<file path="src/rtl/bsp_pkg.sv">
package bsp_pkg;
    localparam int NUM_LVL = 4;
    localparam int LVL_W   = $clog2(NUM_LVL);
    localparam int MASK_W  = 4;
    localparam int STAT_W  = 10;

    // Bits of the status word that must be zero in a return word
    localparam logic [STAT_W-1:0] RSV_BITS = 10'b00_0011_0010;

    // State encoding is {level, flag}
    typedef enum logic [2:0] {
        M0_SHR = 3'b000,
        M0_OWN = 3'b001,
        M1_SHR = 3'b010,
        M1_OWN = 3'b011,
        M2_SHR = 3'b100,
        M2_OWN = 3'b101,
        M3_SHR = 3'b110,
        M3_OWN = 3'b111
    } mode_e;

    typedef enum logic [1:0] {
        EV_NONE,
        EV_ENTER,
        EV_RETURN,
        EV_SELWR
    } event_e;
endpackage

</file>
<file path="src/rtl/bsp_event_arb.sv">
module bsp_event_arb
    import bsp_pkg::*;
(
    input  logic                 exc_enter,
    input  logic [LVL_W-1:0]     exc_target,
    input  logic                 exc_return,
    input  logic [STAT_W-1:0]    ret_status,
    input  logic                 sel_wr_en,
    input  logic [LVL_W-1:0]     cur_lvl,
    output event_e               ev
);
    logic enter_ok;
    logic return_ok;

    always_comb begin
        enter_ok  = exc_enter && (exc_target != '0) && (exc_target >= cur_lvl);
        return_ok = exc_return && ((ret_status & RSV_BITS) == '0);
        if (enter_ok)
            ev = EV_ENTER;
        else if (return_ok)
            ev = EV_RETURN;
        else if (sel_wr_en)
            ev = EV_SELWR;
        else
            ev = EV_NONE;
    end
endmodule

</file>
<file path="src/rtl/bsp_mode_fsm.sv">
module bsp_mode_fsm
    import bsp_pkg::*;
(
    input  logic                 clk,
    input  logic                 rst_n,
    input  event_e               ev,
    input  logic [LVL_W-1:0]     exc_target,
    input  logic                 sel_wr_data,
    input  logic [MASK_W-1:0]    ret_mask,
    input  logic [LVL_W-1:0]     ret_lvl,
    input  logic                 ret_sel,
    output logic [LVL_W-1:0]     cur_lvl,
    output logic                 cur_sel,
    output logic [LVL_W-1:0]     bank_idx,
    output logic [STAT_W-1:0]    live_status
);
    mode_e             state_q, state_d;
    logic [MASK_W-1:0] mask_q, mask_d;

    // Next-state logic
    always_comb begin
        state_d = state_q;
        mask_d  = mask_q;
        unique case (ev)
            EV_ENTER: begin
                state_d = mode_e'({exc_target, 1'b1});
                mask_d  = '1;
            end
            EV_RETURN: begin
                state_d = mode_e'({ret_lvl, ret_sel});
                mask_d  = ret_mask;
            end
            EV_SELWR: begin
                state_d = mode_e'({cur_lvl, sel_wr_data});
            end
            EV_NONE: begin
                state_d = state_q;
            end
        endcase
    end

    // State register
    always_ff @(posedge clk) begin
        if (!rst_n) begin
            state_q <= M3_OWN;
            mask_q  <= '1;
        end else begin
            state_q <= state_d;
            mask_q  <= mask_d;
        end
    end

    // Output decode
    always_comb begin
        unique case (state_q)
            M0_SHR: begin cur_lvl = 2'd0; cur_sel = 1'b0; bank_idx = 2'd0; end
            M0_OWN: begin cur_lvl = 2'd0; cur_sel = 1'b1; bank_idx = 2'd0; end
            M1_SHR: begin cur_lvl = 2'd1; cur_sel = 1'b0; bank_idx = 2'd0; end
            M1_OWN: begin cur_lvl = 2'd1; cur_sel = 1'b1; bank_idx = 2'd1; end
            M2_SHR: begin cur_lvl = 2'd2; cur_sel = 1'b0; bank_idx = 2'd0; end
            M2_OWN: begin cur_lvl = 2'd2; cur_sel = 1'b1; bank_idx = 2'd2; end
            M3_SHR: begin cur_lvl = 2'd3; cur_sel = 1'b0; bank_idx = 2'd0; end
            M3_OWN: begin cur_lvl = 2'd3; cur_sel = 1'b1; bank_idx = 2'd3; end
        endcase
        live_status = {mask_q, 2'b00, cur_lvl, 1'b0, cur_sel};
    end
endmodule

</file>
<file path="src/rtl/bsp_bank.sv">
module bsp_bank
    import bsp_pkg::*;
#(
    parameter int SP_W = 64
) (
    input  logic                 clk,
    input  logic                 rst_n,
    input  logic                 wr_en,
    input  logic [LVL_W-1:0]     wr_idx,
    input  logic [SP_W-1:0]      wr_data,
    input  logic [LVL_W-1:0]     rd_idx,
    output logic [SP_W-1:0]      rd_data
);
    logic [SP_W-1:0] bank_q [NUM_LVL];

    for (genvar g = 0; g < NUM_LVL; g++) begin : g_bank
        always_ff @(posedge clk) begin
            if (!rst_n)
                bank_q[g] <= '0;
            else if (wr_en && (wr_idx == LVL_W'(g)))
                bank_q[g] <= wr_data;
        end
    end

    assign rd_data = bank_q[rd_idx];
endmodule

</file>
<file path="src/rtl/bsp_capture.sv">
module bsp_capture
    import bsp_pkg::*;
#(
    parameter int                VEC_W        = 12,
    parameter logic [VEC_W-1:0]  VEC_SAME_SHR = 12'h000,
    parameter logic [VEC_W-1:0]  VEC_SAME_OWN = 12'h200,
    parameter logic [VEC_W-1:0]  VEC_LOWER    = 12'h400
) (
    input  logic                 clk,
    input  logic                 rst_n,
    input  event_e               ev,
    input  logic [LVL_W-1:0]     exc_target,
    input  logic [LVL_W-1:0]     cur_lvl,
    input  logic [LVL_W-1:0]     bank_idx,
    input  logic [STAT_W-1:0]    live_status,
    output logic [STAT_W-1:0]    saved_status,
    output logic [VEC_W-1:0]     vec_offset
);
    logic [VEC_W-1:0] vec_class;

    always_comb begin
        if (exc_target != cur_lvl)
            vec_class = VEC_LOWER;
        else if (bank_idx == '0)
            vec_class = VEC_SAME_SHR;
        else
            vec_class = VEC_SAME_OWN;
    end

    always_ff @(posedge clk) begin
        if (!rst_n) begin
            saved_status <= '0;
            vec_offset   <= '0;
        end else if (ev == EV_ENTER) begin
            saved_status <= live_status;
            vec_offset   <= vec_class;
        end
    end
endmodule

</file>
<file path="src/rtl/banked_sp_select.sv">
module banked_sp_select
    import bsp_pkg::*;
#(
    parameter int                SP_W         = 64,
    parameter int                VEC_W        = 12,
    parameter logic [VEC_W-1:0]  VEC_SAME_SHR = 12'h000,
    parameter logic [VEC_W-1:0]  VEC_SAME_OWN = 12'h200,
    parameter logic [VEC_W-1:0]  VEC_LOWER    = 12'h400
) (
    input  logic                 clk,
    input  logic                 rst_n,
    input  logic                 sp_wr_en,
    input  logic [SP_W-1:0]      sp_wr_data,
    input  logic                 sel_wr_en,
    input  logic                 sel_wr_data,
    input  logic                 exc_enter,
    input  logic [1:0]           exc_target,
    input  logic                 exc_return,
    input  logic [9:0]           ret_status,
    output logic [SP_W-1:0]      sp_rdata,
    output logic [9:0]           live_status,
    output logic [9:0]           saved_status,
    output logic [VEC_W-1:0]     vec_offset
);
    event_e           ev;
    logic [LVL_W-1:0] cur_lvl;
    logic             cur_sel;
    logic [LVL_W-1:0] bank_idx;

    bsp_event_arb u_arb (
        .exc_enter  (exc_enter),
        .exc_target (exc_target),
        .exc_return (exc_return),
        .ret_status (ret_status),
        .sel_wr_en  (sel_wr_en),
        .cur_lvl    (cur_lvl),
        .ev         (ev)
    );

    bsp_mode_fsm u_fsm (
        .clk         (clk),
        .rst_n       (rst_n),
        .ev          (ev),
        .exc_target  (exc_target),
        .sel_wr_data (sel_wr_data),
        .ret_mask    (ret_status[9:6]),
        .ret_lvl     (ret_status[3:2]),
        .ret_sel     (ret_status[0]),
        .cur_lvl     (cur_lvl),
        .cur_sel     (cur_sel),
        .bank_idx    (bank_idx),
        .live_status (live_status)
    );

    bsp_bank #(.SP_W(SP_W)) u_bank (
        .clk     (clk),
        .rst_n   (rst_n),
        .wr_en   (sp_wr_en),
        .wr_idx  (bank_idx),
        .wr_data (sp_wr_data),
        .rd_idx  (bank_idx),
        .rd_data (sp_rdata)
    );

    bsp_capture #(
        .VEC_W        (VEC_W),
        .VEC_SAME_SHR (VEC_SAME_SHR),
        .VEC_SAME_OWN (VEC_SAME_OWN),
        .VEC_LOWER    (VEC_LOWER)
    ) u_cap (
        .clk          (clk),
        .rst_n        (rst_n),
        .ev           (ev),
        .exc_target   (exc_target),
        .cur_lvl      (cur_lvl),
        .bank_idx     (bank_idx),
        .live_status  (live_status),
        .saved_status (saved_status),
        .vec_offset   (vec_offset)
    );
endmodule

</file>
<file path="config.mk">
export PLATFORM = sky130hd
export DESIGN_NAME = banked_sp_select
export DESIGN_NICKNAME = d
export VERILOG_FILES = /design/src/rtl/bsp_pkg.sv /design/src/rtl/bsp_event_arb.sv /design/src/rtl/bsp_mode_fsm.sv /design/src/rtl/bsp_bank.sv /design/src/rtl/bsp_capture.sv /design/src/rtl/banked_sp_select.sv
export SDC_FILE = /design/constraint.sdc
export NUM_CORES = 1
export LEC_CHECK = 0
export CAP_MARGIN = 40
export CORE_ASPECT_RATIO = 0.5
export CORE_UTILIZATION = 55
export DETAILED_ROUTE_END_ITERATION = 8
export PLACE_DENSITY_LB_ADDON = 0.12
export SLEW_MARGIN = 10
export SYNTH_ARGS = -nofsm -noshare
export SYNTH_HDL_FRONTEND = slang
export SYNTH_SLANG_ARGS = --single-unit
</file>
<file path="constraint.sdc">
create_clock -name clk -period 7.58 [get_ports clk]
set_input_delay 1.516 -clock clk [delete_from_list [all_inputs] [get_ports clk]]
set_output_delay 1.516 -clock clk [all_outputs]
set_load 0.02 [all_outputs]
</file>
; ---- Word-level counts from Yosys, hierarchy flattened
; Memories as Yosys holds them, arrays and structs flattened. A register that Yosys moved wholly into a read port is not among the register bits.
; Cells that the tools add are included.
[totals]
regBits = 26
ramBits = 256
romBits = 40
input_bits = 83
out_inout_bits = 96
word_cells = 56
mem_count = 2
[classes]
order_cmp = 1
n_eq_ne = 7
mux = 26
bitwise_logic = 4
reduce_logical = 12
[mem_list]
columns = memory, depth, width, read_ports, rd_clocked_by_memory_dff, write_ports, line_no
row1 = u_bank.bank_q, 4, 64, 1, 0, 4, bsp_bank.sv:14  ; logic [SP_W-1:0] bank_q [NUM_LVL];
row2 = (name not given), 8, 5, 1, 1, 0, bsp_mode_fsm.sv:55  ; unique case (state_q)
[ops]
columns = cell, count
row1 = $mux W64, 4
row2 = $mux W1, 13
row3 = $mux W12, 1
row4 = $logic_not A10 Y1, 1
row5 = $mux W10, 1
row6 = $pmux W3 S3, 1
row7 = $eq A2 B2 Y1 const B, 4
row8 = $pmux W4 S2, 1
row9 = $logic_and A1 B1 Y1, 7
row10 = $mux W2, 3
row11 = $mux W3, 2
row12 = $eq A2 B1 Y1 const B, 2
row13 = $logic_not A2 Y1, 2
row14 = $or A1 B1 Y1, 4
row15 = $reduce_bool A2 Y1, 2
row16 = $ge A2 B2 Y1, 1
row17 = $ne A2 B2 Y1, 1

; ---- Depth between registers and ports, before layout
; Gate-level depths: netlist (run 1).
[depth]
word_depth = 8
mapped_depth = 7
ltp_nobuf = 6

; ---- Cells and area by module
; A second synthesis (run 1) with hierarchy kept.
[hier_totals]
cells_unflattened = 764
area_unflattened_um2 = 12378.1
[by_module_without_submodules]
columns = mod, instances, cells_per_inst, area_per_inst_um2, seq_area_each_um2
row1 = bsp_bank, 1, 629, 11126.9, 7687.4
row2 = bsp_capture, 1, 66, 621.8, 240.2
row3 = bsp_mode_fsm, 1, 58, 538.0, 240.2
row4 = bsp_event_arb, 1, 11, 91.3, 0.0

; ---- Worst setup path before layout (run 1)
; OpenSTA, ideal clock, no wires.
[synth_path]
kind = input-to-reg
from = input rst_n
to = memory u_bank.bank_q[0][0], enable pin
setup_time_ps = 424
t_arrival_ps = 3050
t_required_ps = 7156
slack_ps = 4106
path_stages = 2
path_buffers = 1
cell_sequence = buf_4 -> nand2_1
[synth_lines]
columns = element, line_no
row1 = "start, declared", banked_sp_select.sv:11  ; input logic rst_n,
row2 = "end, declared", bsp_bank.sv:14

; ---- Worst setup path after layout (run 1)
[layout_path]
from = register, netlist name u_fsm.bank_idx[0]
to = output sp_rdata[46]
[layout_between]
elab_chain_cells = 1
[layout_rtl]
columns = element, line_no
row1 = $mem_v2 Z4 W64, -
row2 = "end, declared", banked_sp_select.sv:20  ; output logic [SP_W-1:0] sp_rdata,
; No other way between the ends.

==> metrics.cfg, run 1 <==
[die]
die_area_mm2=0.02263
die_w_um=211.7
die-height_um=106.9
start_util_pct=57.43
row_count=37
ios=179
coreArea_mm2=0.02106

[routing]
wirelength_mm=24.96
first_pass_iters=4
drcViolationCount=0
vias=6481
via_per_inst=5.356
drt_iter0_markers=475
drtAntennaViolNets=0
wl_per_cell_um=20.62

[logic_synthesis]
netlist_instances=745
synth_flop_cell=edfxtp_1
synth_enable_flop_cells=256
syn_area_per_cell_um2=16.24
synth_seq_cells=277
synthArstFlopShare_pct=0
ys_warn_count=0
seq_area_frac_synth_pct=67.02
synth_cell_types=39
synthesis.area_mm2=0.01210

[timing]
rsz0062_at_grt=no
report.final.slew_viol_count=0
worstMarginPinSlew_ns=0.8610
hold_viol=0
slew_headroom_pct=42.36
min_period_over_period_pct=63.83
max_freq_mhz=206.7
skew_ns=0.01455
final.setup.worst_slack_ns=2.742
final.min_clock_period_ns=4.838
setup_viol=0
final.setup.tns_ns=0

[clocking]
postCtsHoldBufs=0
ctsRootBufferMaster=clkbuf_16
cts_resized=0
htreeDepth=1
cts_tree=done
numCtsBuffers=25
clkTransAtPathRegs_ns=0.06
cts.sinks=277
clk_latency_ns=0.53
post_cts_buffers=0
clockBufferDepth=3

[layout]
fin_util_pct=70.03
fin_nets=984
fin_cells=1210
layout_common_cells=and2_1 (256), edfxtp_1 (256), clkdlybuf4s50_1 (162)
area_growth_pct=21.94
drive_above_1_share_pct=12.87

[power]
ir_drop_uv=160.8
power.internal_uw=2788
sw_frac_of_total_pct=24.95
power_density_mw_per_mm2=251.8
pwr-share-comb_pct=18.2
clkPwrFrac_pct=31.9
leakage_uw=0.005504
totalPowerFinal_uw=3715
p_sw_uw=927.1
seqPwrFrac_pct=49.9

[worst_setup_path]
r2r-end=u_bank.bank_q[2][36]
crit_type=flop to output pin
cp-startpoint=u_fsm.bank_idx[0]
rrSetupSlack_ns=4.77
cp-endpoint=sp_rdata[46]
crit_path_cell_trace=buf_4, mux4_1, clkdlybuf4s50_1
worstReg2RegStart=u_fsm.bank_idx[1]
reg2reg_depth=5
required_ns=6.06
critical-path-slowest-cell=dfxtp_4
path_max_fanout=38
worstSetupPathDepth=3
slowest_delay_ns=0.79
crit_arrival_ns=3.32
cp-end-kind=output pin
cpLargestDelayFamily=buffers and inverters
critPathLaunchType=flop
crit_buf_inv=2

[placed_design]
gp_congestion=0.7200
preCtsSetupSlack_ns=3.198
dp_hpwl_mm=14.38
portBuffers=162
dp.cells=1164

[global_route]
grt_pass1_wl_mm=38.56
grt_overflow=0
grt_max_degree=52
antenna_found_initial=1
grt_pass1_vias=6805
grt_usage_pct=22.92

[job]
cap_violations=0

[status]
outcome=complete, no violations

[hold_path]
min_path_type=flop to flop

tightest hold or removal path, delay by kind of cell, from the launching register on:
kind            cells  cell delay (ns)
compound gates      1             0.05
simple gates        1             0.05
flops               1             0.31
Yosys cell counts (3+ instances only):
cell	count	area share, %
clkbuf_1	16	0.50
buf_2	10	0.41
mux4_2	56	10
dfxtp_1	21	3.5
and2_1	256	13
nand3_1	4	0.17
o21ai_1	3	0.12
clkbuf_2	12	0.50
a21oi_1	10	0.41
edfxtp_1	256	64
inv_1	6	0.19
mux4_1	8	1.7
nand2_1	26	0.81
buf_6	3	0.28
nor2_1	6	0.19
mux2i_1	5	0.41
buf_4	19	1.2
layer usage:
| metal | GRT usage (%) | up-vias | share of wire [%] | wire length (um) |
|---|---|---|---|---|
| li1 | - | 3018 | - | - |
| met5 | 0 | - | 0 | 0 |
| met2 | 38.58 | 155 | 49 | 12320 |
| met3 | 3.544 | 26 | 4.7 | 1168 |
| met1 | 32.12 | 3282 | 45 | 11110 |
| met4 | 4.710 | 0 | 1.5 | 364 |
cell families after synthesis:
| kind of cell | share of synthesized area (%) |
|---|---|
| buf+inv | 3.175 |
| fa+ha+maj | 0.2068 |
| simple gates | 15.36 |
| compound gates | 1.303 |
| flops | 67.02 |
| other cells | 0.03100 |
| mux | 12.91 |
flip-flops by register name (all words and copies together) (netlist names):
signal,cells
u_fsm.mask_q,4
u_fsm.cur_lvl,2
u_fsm.bank_idx,2
u_fsm.state_q,3
u_cap.vec_offset,2
u_cap.saved_status,7
u_bank.bank_q,256
u_fsm.cur_sel,1
through the flow:
stage / instance area (um2) / hold slack [ns]
3_5_place_dp: 14000 / 0.4495
6_report: 14750 / 0.4557
5_1_grt: 14750 / 0.4792
2_1_floorplan: 12150 / 0.4367
4_1_cts: 14750 / 0.4600
3_3_place_gp: 13870 / 0.4404
final cells by class:
cell class | count | area, um2
Clock buffer | 38 | 715.7
Tap cell | 292 | 365.4
Clock inverter | 7 | 36.28
Timing Repair Buffer | 173 | 1797
Fill cell | 1441 | 6312
Multi-Input combinational cell | 416 | 3697
Antenna cell | 1 | 2.502
Inverter | 6 | 22.52
Sequential cell | 277 | 8115
power by group through the flow:
stage	registers, uW	logic (uW)	clock network [uW]
2_1_floorplan	1870	399	0
3_3_place_gp	1880	665	0
3_5_place_dp	1890	684	0
4_1_cts	1860	687	1200
5_1_grt	1870	719	1250
6_report	1850	676	1190
worst min path at each step:
stage | start | end | slack (ns) | cells after the start
final | u_cap.saved_status[7] | u_cap.saved_status[7] | 0.46 | 2
after floorplan | u_fsm.cur_sel | u_cap.saved_status[0] | 0.44 | 2
after CTS | u_cap.saved_status[7] | u_cap.saved_status[7] | 0.46 | 2
after global placement | u_cap.saved_status[7] | u_cap.saved_status[7] | 0.44 | 2
after detailed placement | u_cap.saved_status[3] | u_cap.saved_status[3] | 0.45 | 2
after global routing | u_cap.saved_status[9] | u_cap.saved_status[9] | 0.48 | 2
No activity file was read; power rests on OpenSTA's default activity.
==> run 2, diff against run 1 <==
--- a/config.mk
+++ b/config.mk
@@ -7,7 +7,7 @@
 export LEC_CHECK = 0
 export CAP_MARGIN = 40
 export CORE_ASPECT_RATIO = 0.5
-export CORE_UTILIZATION = 55
+export CORE_UTILIZATION = 54
 export DETAILED_ROUTE_END_ITERATION = 8
 export PLACE_DENSITY_LB_ADDON = 0.12
 export SLEW_MARGIN = 10
==> constraint.sdc (replaced) <==
create_clock -name clk -period 4.6 [get_ports clk]
set_input_delay 0.92 -clock clk [delete_from_list [all_inputs] [get_ports clk]]
set_output_delay 0.92 -clock clk [all_outputs]
set_load 0.02 [all_outputs]
==> run 2 against run 1 <==
Utilization is 2.3 points lower. Global-route usage is 0.90 points lower. Wire length is 1.6% lower. Clock skew decreased by 0.0038 ns. Count of clock-buffer cells in the layout shrank 2. Setup slack worse by 1.9 ns. Cell count grew 0.25%. Hold slack improved by 0.0014 ns. First-iteration DRC count is 1.3% higher. Critical path type unchanged. Largest cell class unchanged. Highest routed layer unchanged.
==> metrics.cfg, run 2 (synthesized netlist as in run 1, its figures left out) <==
[hold_path]
min_path_type=flop to flop

[power]
seqPwrFrac_pct=50.2
clkPwrFrac_pct=31.4
ir_drop_uv=189.0
pwr-share-comb_pct=18.4
sw_frac_of_total_pct=24.52
p_sw_uw=1491
leakage_uw=0.005516
power_density_mw_per_mm2=411.1
power.internal_uw=4589

[layout]
antenna_cells=0
fin_area_mm2=0.01479
drive_above_1_share_pct=12.81
largest_reg_flops=256
fin_nets=983
layout_common_cells=and2_1 (256), edfxtp_1 (256), clkdlybuf4s50_1 (162)
area_growth_pct=22.25
top_regs=u_bank.bank_q: 256 flops, u_cap.saved_status: 7 flops, u_fsm.mask_q: 4 flops
largest-register=u_bank.bank_q

[timing]
slew_headroom_pct=44.86
final.min_clock_period_ns=3.797
skew_ns=0.01078
worstMarginPinSlew_ns=0.8236
setup_viol=0
max_freq_mhz=263.4
final.setup.tns_ns=0
min_period_over_period_pct=82.54
hold_viol=0
final.setup.worst_slack_ns=0.8031
report.final.slew_viol_count=0
holdWs_ns=0.4571
rsz0062_at_grt=no

[routing]
wl_per_cell_um=20.24
vias=6459
first_pass_iters=6
wirelength_mm=24.55
via_per_inst=5.325
drcViolationCount=0
drtAntennaViolNets=0
drt_iter0_markers=481

[worst_setup_path]
critical-path-slowest-cell=dfxtp_4
slowest_delay_ns=0.83
worstReg2RegStart=u_fsm.bank_idx[0]
reg2reg_depth=4
critPathLaunchType=flop
path_max_fanout=39
cp-end-kind=output pin
rrSetupSlack_ns=2.10
cp-endpoint=sp_rdata[14]
cp-startpoint=u_fsm.bank_idx[0]
crit_path_cell_trace=buf_12, mux4_2, clkdlybuf4s50_1
crit_arrival_ns=2.88
crit_type=flop to output pin
required_ns=3.68
r2r-end=u_bank.bank_q[1][38]

[die]
ios=179
start_util_pct=55.44
die_w_um=213.7
die-height_um=107.8
row_count=38
die_area_mm2=0.02304
coreArea_mm2=0.02182

[clocking]
cts_tree=done
ctsRootBufferMaster=clkbuf_16
cts_resized=0
cts.sinks=277
clk_latency_ns=0.50
post_cts_buffers=0
postCtsHoldBufs=0
clkTransAtPathRegs_ns=0.07
clockBufferDepth=3
htreeDepth=1
numCtsBuffers=24

[global_route]
antenna_found_initial=1
grt_max_degree=73
grt_pass1_wl_mm=37.55
grt_overflow=0
grt_usage_pct=22.02
grt_pass1_vias=6571

[placed_design]
preCtsSetupSlack_ns=1.192
place_area_mm2=0.01406
gp_congestion=0.7401
portBuffers=162
dp_hpwl_mm=14.22

[job]
cap_violations=0

[status]
outcome=complete, no violations

-- run 2: worst max-delay path: cells and delay by family (launching register included) --
family                 cells  cell delay, ns
buffers and inverters      2            0.92
flip-flops                 1            0.83
multiplexers               1            0.59
-- run 2: how the worst min path moves through the flow --
stage | slack [ns] | startpoint | depth (start not counted) | end
2_1_floorplan | 0.44 | u_fsm.cur_sel | 2 | u_cap.saved_status[0]
3_3_place_gp | 0.44 | u_cap.saved_status[9] | 2 | u_cap.saved_status[9]
3_5_place_dp | 0.45 | u_cap.saved_status[8] | 2 | u_cap.saved_status[8]
4_1_cts | 0.46 | u_cap.saved_status[8] | 2 | u_cap.saved_status[8]
5_1_grt | 0.47 | u_cap.saved_status[8] | 2 | u_cap.saved_status[8]
6_report | 0.46 | u_cap.saved_status[8] | 2 | u_cap.saved_status[8]
-- run 2: metal layers --
metal / global-route usage, % / share of wire, % / wire [um]
met3: 3.180 / 4.1 / 1016
met5: 0 / 0 / 0
met2: 36.99 / 50 / 12380
met4: 3.418 / 1.2 / 305
met1: 31.35 / 44 / 10850
-- run 2: stage by stage --
stage	power (uW)	utilization [%]	std cells
5_1_grt	6298	67.77	1213
2_1_floorplan	3739	-	760
6_report	6080	67.77	1213
4_1_cts	6142	67.77	1213
3_5_place_dp	4246	64.41	1172
3_3_place_gp	4216	63.91	1168
-- run 2: area by class of cell --
type	instances	area, um2
Sequential cell	277	8115
Fill cell	1497	7034
Multi-Input combinational cell	416	3697
Timing Repair Buffer	173	1847
Clock buffer	36	708.2
Tap cell	300	375.4
Clock inverter	5	23.77
Inverter	6	22.52
-- run 2: power by group through the flow --
stage / Sequential (uW) / Clock [uW] / Combinational (uW)
4_1_cts: 3060 / 1950 / 1140
5_1_grt: 3070 / 2030 / 1190
3_3_place_gp: 3100 / 0 / 1110
6_report: 3050 / 1910 / 1120
2_1_floorplan: 3080 / 0 / 658
3_5_place_dp: 3110 / 0 / 1130
==> run 3, diff against run 2 <==
--- a/config.mk
+++ b/config.mk
@@ -7,7 +7,7 @@
 export LEC_CHECK = 0
 export CAP_MARGIN = 40
 export CORE_ASPECT_RATIO = 0.5
-export CORE_UTILIZATION = 54
+export CORE_UTILIZATION = 49
 export DETAILED_ROUTE_END_ITERATION = 8
 export PLACE_DENSITY_LB_ADDON = 0.12
 export SLEW_MARGIN = 10
==> constraint.sdc (replaced) <==
create_clock -name clk -period 3.4 [get_ports clk]
set_input_delay 0.68 -clock clk [delete_from_list [all_inputs] [get_ports clk]]
set_output_delay 0.68 -clock clk [all_outputs]
set_load 0.02 [all_outputs]
==> run 3 against run 2 <==
Clock power rose by 50%. Wire length increased by 7.1%. Clock skew down 0.0028 ns. Setup slack got worse by 0.58 ns. Combinational power up 41%. Hold slack worse by 0.0019 ns. First-iteration DRC count shrank 6.4%. Design area is 2.0% higher. Sequential share of layout area down 1.1 points. Critical path type unchanged.
==> metrics.cfg, run 3 (synthesized netlist as in run 1, its figures left out) <==
[status]
outcome=complete, no violations

[worst_setup_path]
rrSetupSlack_ns=1.40
cp-endpoint=sp_rdata[42]
cp-startpoint=u_fsm.bank_idx[0]
path_max_fanout=17
worstReg2RegStart=u_fsm.bank_idx[1]
reg2reg_depth=4
critPathLaunchType=flop
required_ns=2.72
crit_arrival_ns=2.50
crit_type=flop to output pin
r2r-end=u_bank.bank_q[2][48]
cp-end-kind=output pin

[die]
die-height_um=113.1
start_util_pct=50.15
die_w_um=224.2
ios=179
row_count=40
coreArea_mm2=0.02412
die_area_mm2=0.02536

[placed_design]
preCtsSetupSlack_ns=0.6215
portBuffers=162
gp_congestion=0.7769
dp_hpwl_mm=15.57

[routing]
first_pass_iters=4
vias=6611
wirelength_mm=26.30
wl_per_cell_um=20.68
drtAntennaViolNets=0
via_per_inst=5.197
drt_iter0_markers=450
drcViolationCount=0

[power]
pwr-share-comb_pct=18.5
power_density_mw_per_mm2=568.7
ir_drop_uv=337.5
power.internal_uw=6416
seqPwrFrac_pct=48.1
sw_frac_of_total_pct=25.23
leakage_uw=0.005651
clkPwrFrac_pct=33.5
p_sw_uw=2165

[global_route]
grt_usage_pct=21.29
grt_pass1_vias=6799
grt_pass1_wl_mm=40.34
use_met1_pct=29.54
use_met2_pct=36.07
busiest_layer=met2
grt_overflow=0
use_met3_pct=3.791
grt_max_degree=52
antenna_found_initial=0

[clocking]
clk_latency_ns=0.53
postCtsHoldBufs=0
htreeDepth=1
cts_resized=0
cts.sinks=277
cts_tree=done
ctsRootBufferMaster=clkbuf_16
clockBufferDepth=3
numCtsBuffers=26
clkTransAtPathRegs_ns=0.06

[hold_path]
min_path_type=flop to flop

[timing]
max_freq_mhz=314.6
final.min_clock_period_ns=3.178
final.setup.tns_ns=0
final.setup.worst_slack_ns=0.2217
worstMarginPinSlew_ns=0.5614
min_period_over_period_pct=93.48
skew_ns=0.007995
setup_viol=0
hold_viol=0
rsz0062_at_grt=no
slew_headroom_pct=62.45
report.final.slew_viol_count=0

[layout]
drive_above_1_share_pct=14.74
layout_common_cells=and2_1 (256), edfxtp_1 (256), clkdlybuf4s50_1 (162)
largest-register=u_bank.bank_q
fin_nets=1001
antenna_cells=0
area_growth_pct=24.72
top_regs=u_bank.bank_q: 256 flops, u_cap.saved_status: 7 flops, u_fsm.mask_q: 4 flops
largest_reg_flops=256

[job]
cap_violations=0

[run 3: cell count changes in the layout (fill, tap and decap cells not counted), sizes merged]
cell	before	now
clkbuf	36	32
buf	11	27
clkinvlp	0	1
bufinv	0	2
inv	6	7
clkinv	5	12
[run 3: worst min-delay path by stage]
stage,depth (start not counted),slack (ns),startpoint,end
2_1_floorplan,2,0.44,u_fsm.cur_sel,u_cap.saved_status[0]
3_3_place_gp,2,0.44,u_cap.saved_status[2],u_cap.saved_status[2]
3_5_place_dp,2,0.45,u_cap.saved_status[9],u_cap.saved_status[9]
4_1_cts,2,0.45,u_cap.saved_status[9],u_cap.saved_status[9]
5_1_grt,2,0.47,u_cap.saved_status[9],u_cap.saved_status[9]
6_report,2,0.46,u_cap.saved_status[2],u_cap.saved_status[2]
[run 3: worst max-delay path, cell delays in order, from the launching register on]
cell and delay, ns:
dfxtp_4 0.54, buf_12 0.24, mux4_1 0.61, clkdlybuf4s50_1 0.56
[run 3: metrics by stage]
step | total power, uW | utilization, % | hold WS (ns) | std cells | instance area, um2
floorplan | 5059 | - | 0.4367 | 760 | 12150
global placement | 5773 | 59.01 | 0.4390 | 1223 | 14230
detailed placement | 5798 | 59.01 | 0.4451 | 1223 | 14230
CTS | 8648 | 62.43 | 0.4543 | 1271 | 15060
global route | 8889 | 62.55 | 0.4694 | 1272 | 15090
finish | 8581 | 62.55 | 0.4552 | 1272 | 15090
[run 3: what timing repair did]
action | 4_1_cts | 5_1_grt
hold endpoints to repair | 0 | 0
buffers inserted | 0 | 1
endpoints found under the setup margin | 0 | 1
[run 3: power groups by stage]
stage | combinational [uW] | clock, uW | sequential (uW)
after floorplan | 890 | 0 | 4170
after global placement | 1580 | 0 | 4200
after detailed placement | 1590 | 0 | 4210
after CTS | 1590 | 2920 | 4140
after global routing | 1680 | 3060 | 4150
final | 1580 | 2870 | 4130
[run 3: routing by layer]
layer | wire length [um] | part of all wire [%] | vias to the layer above
li1 | - | - | 3060
met1 | 11920 | 45 | 3393
met2 | 13010 | 49 | 126
met3 | 986 | 3.7 | 32
met4 | 380 | 1.4 | 0
met5 | 0 | 0 | -
[run 3: layout make-up]
type	instances	area, um2
flip-flops and latches	277	8115
clock inverters	16	131.4
multi-input cells	416	3697
inverters	6	22.52
well taps	336	420.4
repair buffers	189	2007
clock buffers	32	694.4
fillers	1811	9035
